==> src/rtl/nvm_ctl_pkg.sv <==
// Shared constants and types for the guarded byte-store controller.
// Assumes an 8-bit register bus with four register offsets.
package nvm_ctl_pkg;
    typedef enum logic [1:0] {
        KEY_IDLE  = 2'd0,
        KEY_HALF  = 2'd1,
        KEY_ARMED = 2'd2
    } key_state_e;

    localparam logic [1:0] OFS_CTRL = 2'd0;
    localparam logic [1:0] OFS_KEY  = 2'd1;
    localparam logic [1:0] OFS_ADDR = 2'd2;
    localparam logic [1:0] OFS_DATA = 2'd3;

    localparam logic [7:0] KEY_FIRST  = 8'h55;
    localparam logic [7:0] KEY_SECOND = 8'hAA;

    localparam int B_WEN  = 0;
    localparam int B_RD   = 1;
    localparam int B_GO   = 2;
    localparam int B_ERR  = 3;
    localparam int B_SELL = 4;
    localparam int B_SELH = 5;
endpackage

==> src/rtl/nvm_pwrt.sv <==
// Power-up hold-off timer: counts HOLD_CYC cycles after reset, then holds done.
// Assumes the count never needs to restart without a reset.
module nvm_pwrt #(
    parameter int HOLD_CYC = 64
) (
    input  logic clk,
    input  logic rst_n,
    output logic done
);
    localparam int CW = $clog2(HOLD_CYC + 2);

    logic [CW-1:0] cnt_q;

    // Count up from reset and stop at the window length.
    always_ff @(posedge clk) begin
        if (!rst_n)
            cnt_q <= '0;
        else if (cnt_q != CW'(HOLD_CYC))
            cnt_q <= cnt_q + 1'b1;
    end

    assign done = (cnt_q == CW'(HOLD_CYC));
endmodule

==> src/rtl/nvm_key_seq.sv <==
// Two-byte key sequencer: arms after KEY_FIRST then KEY_SECOND are written to
// the key register. Assumes other_wr/consume mark any other register write.
module nvm_key_seq
    import nvm_ctl_pkg::*;
(
    input  logic       clk,
    input  logic       rst_n,
    input  logic       key_wr,
    input  logic [7:0] key_byte,
    input  logic       other_wr,
    input  logic       consume,
    output logic       armed
);
    key_state_e st_q;

    // Advance on the correct key byte, fall back to idle on anything else.
    always_ff @(posedge clk) begin
        if (!rst_n)
            st_q <= KEY_IDLE;
        else if (other_wr || consume)
            st_q <= KEY_IDLE;
        else if (key_wr) begin
            if (key_byte == KEY_FIRST)
                st_q <= KEY_HALF;
            else if (key_byte == KEY_SECOND && st_q == KEY_HALF)
                st_q <= KEY_ARMED;
            else
                st_q <= KEY_IDLE;
        end
    end

    assign armed = (st_q == KEY_ARMED);


    armed_after_key_chk: assert property (@(posedge clk) disable iff (!rst_n)
        $rose(armed) |-> $past(key_wr && key_byte == KEY_SECOND));
endmodule

==> src/rtl/nvm_array_model.sv <==
// Behavioural byte array with a fixed write latency and two async read ports.
// Assumes wr_start is only raised while busy is low; resets to erased (all ones).
module nvm_array_model #(
    parameter int ADDR_W = 8,
    parameter int WR_LAT = 20
) (
    input  logic              clk,
    input  logic              rst_n,
    input  logic              wr_start,
    input  logic [ADDR_W-1:0] wr_addr,
    input  logic [7:0]        wr_data,
    output logic              busy,
    input  logic [ADDR_W-1:0] rd_addr_a,
    output logic [7:0]        rd_data_a,
    input  logic [ADDR_W-1:0] rd_addr_b,
    output logic [7:0]        rd_data_b
);
    localparam int DEPTH = 1 << ADDR_W;
    localparam int CW    = $clog2(WR_LAT + 1);

    logic [7:0]        mem [DEPTH];
    logic [CW-1:0]     cnt_q;
    logic [ADDR_W-1:0] lat_addr_q;
    logic [7:0]        lat_data_q;

    // Capture the request, count the latency, then commit the byte.
    always_ff @(posedge clk) begin
        if (!rst_n) begin
            busy       <= 1'b0;
            cnt_q      <= '0;
            lat_addr_q <= '0;
            lat_data_q <= '0;
            for (int i = 0; i < DEPTH; i++) mem[i] <= 8'hFF;
        end else if (wr_start && !busy) begin
            busy       <= 1'b1;
            cnt_q      <= CW'(WR_LAT - 1);
            lat_addr_q <= wr_addr;
            lat_data_q <= wr_data;
        end else if (busy) begin
            if (cnt_q == '0) begin
                mem[lat_addr_q] <= lat_data_q;
                busy            <= 1'b0;
            end else begin
                cnt_q <= cnt_q - 1'b1;
            end
        end
    end

    assign rd_data_a = mem[rd_addr_a];
    assign rd_data_b = mem[rd_addr_b];


    start_idle_chk: assert property (@(posedge clk) disable iff (!rst_n)
        wr_start |-> !busy);
endmodule

==> src/rtl/nvm_ctl_top.sv <==
// Guarded write controller: register file, key gate, hold-off gate and
// external port gate around the behavioural array. Assumes ADDR_W <= 8.
module nvm_ctl_top
    import nvm_ctl_pkg::*;
#(
    parameter int ADDR_W   = 8,
    parameter int WR_LAT   = 20,
    parameter int PWRT_CYC = 64
) (
    input  logic              clk,
    input  logic              rst_n,
    input  logic              bus_we,
    input  logic [1:0]        bus_sel,
    input  logic [7:0]        bus_wdata,
    output logic [7:0]        bus_rdata,
    input  logic              code_protect,
    input  logic              xp_rd,
    input  logic              xp_wr,
    input  logic [ADDR_W-1:0] xp_addr,
    input  logic [7:0]        xp_wdata,
    output logic [7:0]        xp_rdata,
    output logic              xp_ack,
    output logic              xp_refused
);
    localparam int PAD_W = 8 - ADDR_W;

    logic              wen_q, err_q;
    logic [1:0]        msel_q;
    logic [ADDR_W-1:0] addr_q;
    logic [7:0]        data_q;
    logic              busy, armed, hold_done;
    logic [7:0]        rd_a, rd_b;
    logic              ctrl_wr, sel_ok, cpu_rd, cpu_try, cpu_go, cpu_bad;
    logic              xp_open, xp_go, xp_take, arr_go;
    logic [ADDR_W-1:0] arr_addr;
    logic [7:0]        arr_data;

    nvm_pwrt #(.HOLD_CYC(PWRT_CYC)) u_pwrt (
        .clk(clk), .rst_n(rst_n), .done(hold_done));

    nvm_key_seq u_key (
        .clk(clk), .rst_n(rst_n),
        .key_wr(bus_we && bus_sel == OFS_KEY), .key_byte(bus_wdata),
        .other_wr(bus_we && (bus_sel == OFS_ADDR || bus_sel == OFS_DATA)),
        .consume(ctrl_wr), .armed(armed));

    nvm_array_model #(.ADDR_W(ADDR_W), .WR_LAT(WR_LAT)) u_arr (
        .clk(clk), .rst_n(rst_n), .wr_start(arr_go), .wr_addr(arr_addr),
        .wr_data(arr_data), .busy(busy), .rd_addr_a(addr_q), .rd_data_a(rd_a),
        .rd_addr_b(xp_addr), .rd_data_b(rd_b));

    // Decode processor requests and arbitrate the single array write slot.
    always_comb begin
        ctrl_wr  = bus_we && bus_sel == OFS_CTRL;
        sel_ok   = bus_wdata[B_SELH:B_SELL] == 2'b00;
        cpu_rd   = ctrl_wr && bus_wdata[B_RD] && sel_ok && !busy;
        cpu_try  = ctrl_wr && bus_wdata[B_GO] && sel_ok && !busy;
        cpu_go   = cpu_try && bus_wdata[B_WEN] && armed && hold_done;
        cpu_bad  = cpu_try && !cpu_go;
        xp_open  = !code_protect;
        xp_go    = xp_wr && xp_open && !busy && hold_done && !cpu_go;
        xp_take  = xp_open && (xp_rd || xp_go);
        arr_go   = cpu_go || xp_go;
        arr_addr = cpu_go ? addr_q : xp_addr;
        arr_data = cpu_go ? data_q : xp_wdata;
    end

    // Processor-visible register updates.
    always_ff @(posedge clk) begin
        if (!rst_n) begin
            wen_q  <= 1'b0;
            err_q  <= 1'b0;
            msel_q <= 2'b00;
            addr_q <= '0;
            data_q <= '0;
        end else begin
            if (ctrl_wr) begin
                wen_q  <= bus_wdata[B_WEN];
                msel_q <= bus_wdata[B_SELH:B_SELL];
                err_q  <= cpu_bad || (err_q && bus_wdata[B_ERR]);
            end
            if (bus_we && bus_sel == OFS_ADDR) addr_q <= bus_wdata[ADDR_W-1:0];
            if (bus_we && bus_sel == OFS_DATA) data_q <= bus_wdata;
            else if (cpu_rd)                   data_q <= rd_a;
        end
    end

    // External port response, one cycle after the request pulse.
    always_ff @(posedge clk) begin
        if (!rst_n) begin
            xp_ack     <= 1'b0;
            xp_refused <= 1'b0;
            xp_rdata   <= '0;
        end else begin
            xp_ack     <= xp_take;
            xp_refused <= (xp_rd || xp_wr) && !xp_take;
            if (xp_rd && xp_open) xp_rdata <= rd_b;
        end
    end

    // Register read multiplexer.
    always_comb begin
        unique case (bus_sel)
            OFS_CTRL: bus_rdata = {2'b00, msel_q, err_q, busy, 1'b0, wen_q};
            OFS_KEY:  bus_rdata = 8'h00;
            OFS_ADDR: bus_rdata = {{PAD_W{1'b0}}, addr_q};
            default:  bus_rdata = data_q;
        endcase
    end


    hold_gate_chk: assert property (@(posedge clk) disable iff (!rst_n)
        $rose(busy) |-> $past(hold_done));


    key_gate_chk: assert property (@(posedge clk) disable iff (!rst_n)
        $rose(busy) |-> $past(armed || xp_wr));


    protect_gate_chk: assert property (@(posedge clk) disable iff (!rst_n)
        xp_ack |-> !$past(code_protect));


    addr_hold_chk: assert property (@(posedge clk) disable iff (!rst_n)
        (busy && $past(busy)) |-> $stable(u_arr.lat_addr_q));
endmodule

==> config.mk <==
export PLATFORM = sky130hd
export DESIGN_NAME = nvm_ctl_top
export DESIGN_NICKNAME = d
export VERILOG_FILES = /design/src/rtl/nvm_ctl_pkg.sv /design/src/rtl/nvm_pwrt.sv /design/src/rtl/nvm_key_seq.sv /design/src/rtl/nvm_array_model.sv /design/src/rtl/nvm_ctl_top.sv
export SDC_FILE = /design/constraint.sdc
export NUM_CORES = 2
export LEC_CHECK = 0
export CORE_MARGIN = 3
export CORE_UTILIZATION = 52
export DETAILED_ROUTE_END_ITERATION = 12
export GPL_TIMING_DRIVEN = 1
export PLACE_DENSITY = 0.64
export SLEW_MARGIN = 15
export SYNTH_ARGS = -nofsm -noshare
export SYNTH_HDL_FRONTEND = slang
export SYNTH_SLANG_ARGS = --single-unit
==> constraint.sdc <==
create_clock -name clk -period 11.1 [get_ports clk]
set_clock_uncertainty 0.05 [all_clocks]
set_input_delay 3.33 -clock clk [delete_from_list [all_inputs] [get_ports clk]]
set_output_delay 3.33 -clock clk [all_outputs]
set_load 0.01 [all_outputs]
==> impl_results.rst <==
.. list-table::
   :header-rows: 1

   * - Metric
     - Value
   * - Most common flop cell mapped by yosys
     - sky130_fd_sc_hd__edfxtp_1
   * - Port buffer count
     - 49
   * - Mean post-synth cell area
     - 14.49 µm²
   * - Total setup violations reported at the end of the flow
     - 0
   * - Cts bufs inserted
     - 225
   * - Number of standard cells after synthesis
     - 7905
   * - IO Count
     - 50
   * - Register area share after synthesis
     - 54.88%
   * - Switching power summed over all nets
     - 3.977 mW
   * - Endpoint kind of the worst setup timing path
     - output pin
   * - Pin count of the biggest net entering global routing
     - 209
   * - Hold Crit Depth
     - 2
   * - Startpoint type of the worst setup path
     - input pin
   * - Die Y
     - 475.4 µm
   * - Crit path max fanout
     - 14
   * - Required time reported for the critical path endpoint
     - 7.72 ns
   * - Core Util, Final
     - 57.09%
   * - Post-route setup TNS
     - 0 ns
   * - Max-slew headroom at the worst pin
     - 10.55%
   * - Post-layout nets
     - 7462
   * - Most numerous cell types in the synthesized netlist
     - sky130_fd_sc_hd__or3_1 (2055), sky130_fd_sc_hd__edfxtp_1 (2048), sky130_fd_sc_hd__mux4_2 (1059)
   * - Share of synthesized registers carrying an async set or reset
     - 0%
   * - Vias after detailed routing
     - 78873
   * - Gate power share
     - 5.5%
   * - Most frequent cell after synthesis
     - sky130_fd_sc_hd__or3_1
   * - Max Clk Rate
     - 0.1158 GHz
   * - EDFF count, synth
     - 2048
   * - Area share of the largest cell type after synthesis
     - 53.67%
   * - Antenna viol nets, final
     - 0
   * - Die area
     - 0.2260 mm²
   * - Cells on worst reg2reg path
     - 9
   * - Buffers from clock root to sink, at most
     - 3
   * - Worst slew pin tran
     - 1.342 ns
   * - Via count of the first global-routing pass
     - 75388
   * - Reg2reg end
     - data_q[0]$_SDFFE_PN0P_
   * - Wire length of the first global-routing pass
     - 574900 µm
   * - CTS tree
     - built
   * - Areal power density over the cells
     - 137.5 mW/mm²
   * - Insertion delay of the later-clocked pin in the worst-skew pair
     - 0.90 ns
   * - Worst setup path class
     - in2out
   * - Routed length per instance
     - 38.67 µm
   * - Min-Delay Startpoint
     - wen_q$_SDFFE_PN0N_
   * - Root Buffer Master
     - sky130_fd_sc_hd__clkbuf_16
   * - Initial DRC Count
     - 12961
   * - Final-report max-slew violation count
     - 0
   * - Die Wd
     - 475.4 µm
   * - Final Hold Violating Endpoints
     - 0
   * - First-pass DRT Iterations
     - 6
   * - Clock input transition at the sequential cells of the worst setup and hold paths
     - 0.06 ns
   * - Share of total power in the clock network
     - 43.4%
   * - Number of flip-flops and latches in the synthesized netlist
     - 2117
   * - Overflow after GRT
     - 0
   * - Setup Fix Bufs, Post-CTS
     - 0
   * - DRC viols
     - 0
   * - Worst endpoint data arrival time
     - 5.26 ns
   * - Depth of the CTS H-tree
     - 4
   * - Number of antenna violations at the first check in global routing
     - 33
   * - Placed wire-length estimate
     - 258500 µm
   * - Reg-to-reg setup timing slack
     - 5.64 ns
   * - Placeable core area
     - 0.2180 mm²
   * - Leakage power total
     - 29.09 nW
   * - Hold buffers post-CTS
     - 0
   * - Internal cell power
     - 13.13 mW
   * - Average vias per placed instance
     - 7.522
   * - Unrepaired setup endpoints after global routing
     - false
   * - Hold crit path type
     - reg2reg
   * - Routed wire length
     - 405500 µm
   * - Final Critical Period
     - 8.638 ns
   * - Switching portion of total power
     - 23.24%
   * - Max-cap violation count
     - 0
   * - Post-route worst hold slack
     - 0.4454 ns
   * - Post-Synthesis Cell Area
     - 0.1146 mm²
   * - Run status
     - finished clean
   * - Endpoint of the worst hold-timing path
     - wen_q$_SDFFE_PN0N_
   * - Starting Density
     - 52.55%
   * - Total routing usage reported by global routing
     - 35.76%
   * - Number of synthesis warnings
     - 0
   * - Final non-filler cell area
     - 0.1245 mm²
   * - RD Place Congestion
     - 0.9854
   * - Rows
     - 171
   * - CTS-repair resized insts
     - 0
   * - Post-Syn Nets
     - 7940
   * - Share of power burned in registers
     - 51.2%
   * - Worst voltage drop across the vdd grid
     - 0.1439 mV
   * - Area growth from synthesis to final layout
     - 8.626%
   * - Cell area after placement
     - 0.1172 mm²
   * - Clk sink count
     - 2117
   * - Tcrit/Tclk final
     - 77.82%
   * - Cell variety after synth
     - 71
   * - Proportion of layout cells with a drive suffix above 1
     - 24.32%
   * - Cell types occupying the most area after synthesis
     - sky130_fd_sc_hd__edfxtp_1 (54%), sky130_fd_sc_hd__mux4_2 (21%), sky130_fd_sc_hd__or3_1 (11%), sky130_fd_sc_hd__clkbuf_1 (2.8%), sky130_fd_sc_hd__mux2i_1 (2.0%)
   * - Top cell type by total area after synthesis
     - sky130_fd_sc_hd__edfxtp_1
   * - Fill cell total of the finished layout
     - 16694
-- cell type report --
type	instances	area, µm²	area share, %
diodes	14	35.03	0.02815
clock buffers	280	6002	4.822
clock inverters	138	1149	0.9229
inverters	17	73.82	0.05931
multi-input cells	4660	47220	37.94
flip-flops and latches	2117	62930	50.56
well taps	2854	3571	2.869
repair buffers	406	3487	2.802
-- how the worst max path moves through the flow --
stage	from	end	slack (ns)	cells past startpoint
after floorplan	bus_sel[0]	bus_rdata[2]	3.48	3
after global placement	bus_sel[0]	bus_rdata[2]	2.49	4
after detailed placement	bus_sel[0]	bus_rdata[3]	2.50	4
after CTS	bus_sel[0]	bus_rdata[3]	2.49	4
after global routing	bus_sel[0]	bus_rdata[2]	2.38	4
final	bus_sel[0]	bus_rdata[3]	2.46	4
-- layer usage --
layer,track usage [%],share of wire (%),up-vias
met2,53.12,45,5875
met1,47.72,35,40647
li1,-,-,31161
met4,21.33,7.3,30
met3,9.292,12,1160
met5,0.2345,0.064,-
-- stage by stage --
step	setup slack, ns	power, mW	cells
after global routing	2.382	17.49	10475
final	2.462	17.11	10486
after global placement	2.490	9.837	10051
after detailed placement	2.502	9.843	10052
after CTS	2.488	17.13	10470
after floorplan	3.479	9.450	7905
-- power by group through the flow --
| stage | combinational [mW] | sequential [mW] | clock (mW) |
|---|---|---|---|
| after global routing | 0.962 | 8.75 | 7.77 |
| final | 0.936 | 8.76 | 7.42 |
| after floorplan | 0.536 | 8.91 | 0 |
| after CTS | 0.919 | 8.76 | 7.45 |
| after detailed placement | 0.917 | 8.93 | 0 |
| after global placement | 0.911 | 8.93 | 0 |
-- sequential cells by signal, indices dropped and copies added (netlist names), named ones only --
name / flops
u_arr.cnt_q: 5
u_arr.lat_addr_q: 8
msel_q: 2
xp_refused: 1
u_arr.mem: 2048
xp_ack: 1
wen_q: 1
u_pwrt.cnt_q: 7
u_arr.busy: 1
u_arr.lat_data_q: 8
err_q: 1
u_key.st_q: 2
addr_q: 8
xp_rdata: 8
data_q: 8
-- kinds of logic after synthesis --
group / share of synthesized area [%]
xor gates and xnor gates: 0.06879
muxes: 23.17
AOI/OAI and AO/OA: 4.447
and+or+nand+nor: 13.20
adders and majority gates: 0.03276
DFF: 54.88
buffers and inverters: 4.197
-- cells in the final DEF, fill, tap and decap left out, types with 40 or more instances in the layout --
cell                              instances
sky130_fd_sc_hd__a21oi_1                 92
sky130_fd_sc_hd__buf_4                  331
sky130_fd_sc_hd__o21ai_0                203
sky130_fd_sc_hd__dfxtp_1                 56
sky130_fd_sc_hd__o21ai_1                 92
sky130_fd_sc_hd__nand2_1                185
sky130_fd_sc_hd__o22ai_1                 68
sky130_fd_sc_hd__nor2_1                  77
sky130_fd_sc_hd__mux4_2                1059
sky130_fd_sc_hd__mux2i_1                225
sky130_fd_sc_hd__clkinv_1                59
sky130_fd_sc_hd__mux2_2                  40
sky130_fd_sc_hd__edfxtp_1              2048
sky130_fd_sc_hd__or3_1                 2055
sky130_fd_sc_hd__clkbuf_1                43
sky130_fd_sc_hd__clkbuf_16              229
sky130_fd_sc_hd__o221ai_1                65
sky130_fd_sc_hd__clkdlybuf4s50_1         41
sky130_fd_sc_hd__clkinv_2                46
sky130_fd_sc_hd__a22oi_1                 51
-- worst max-delay path, stage by stage --
cell,delay [ns]
sky130_fd_sc_hd__clkdlybuf4s50_1,0.83
sky130_fd_sc_hd__mux2_2,0.41
sky130_fd_sc_hd__a22o_1,0.19
sky130_fd_sc_hd__clkdlybuf4s50_1,0.50
(Power assumes the default switching activity.)
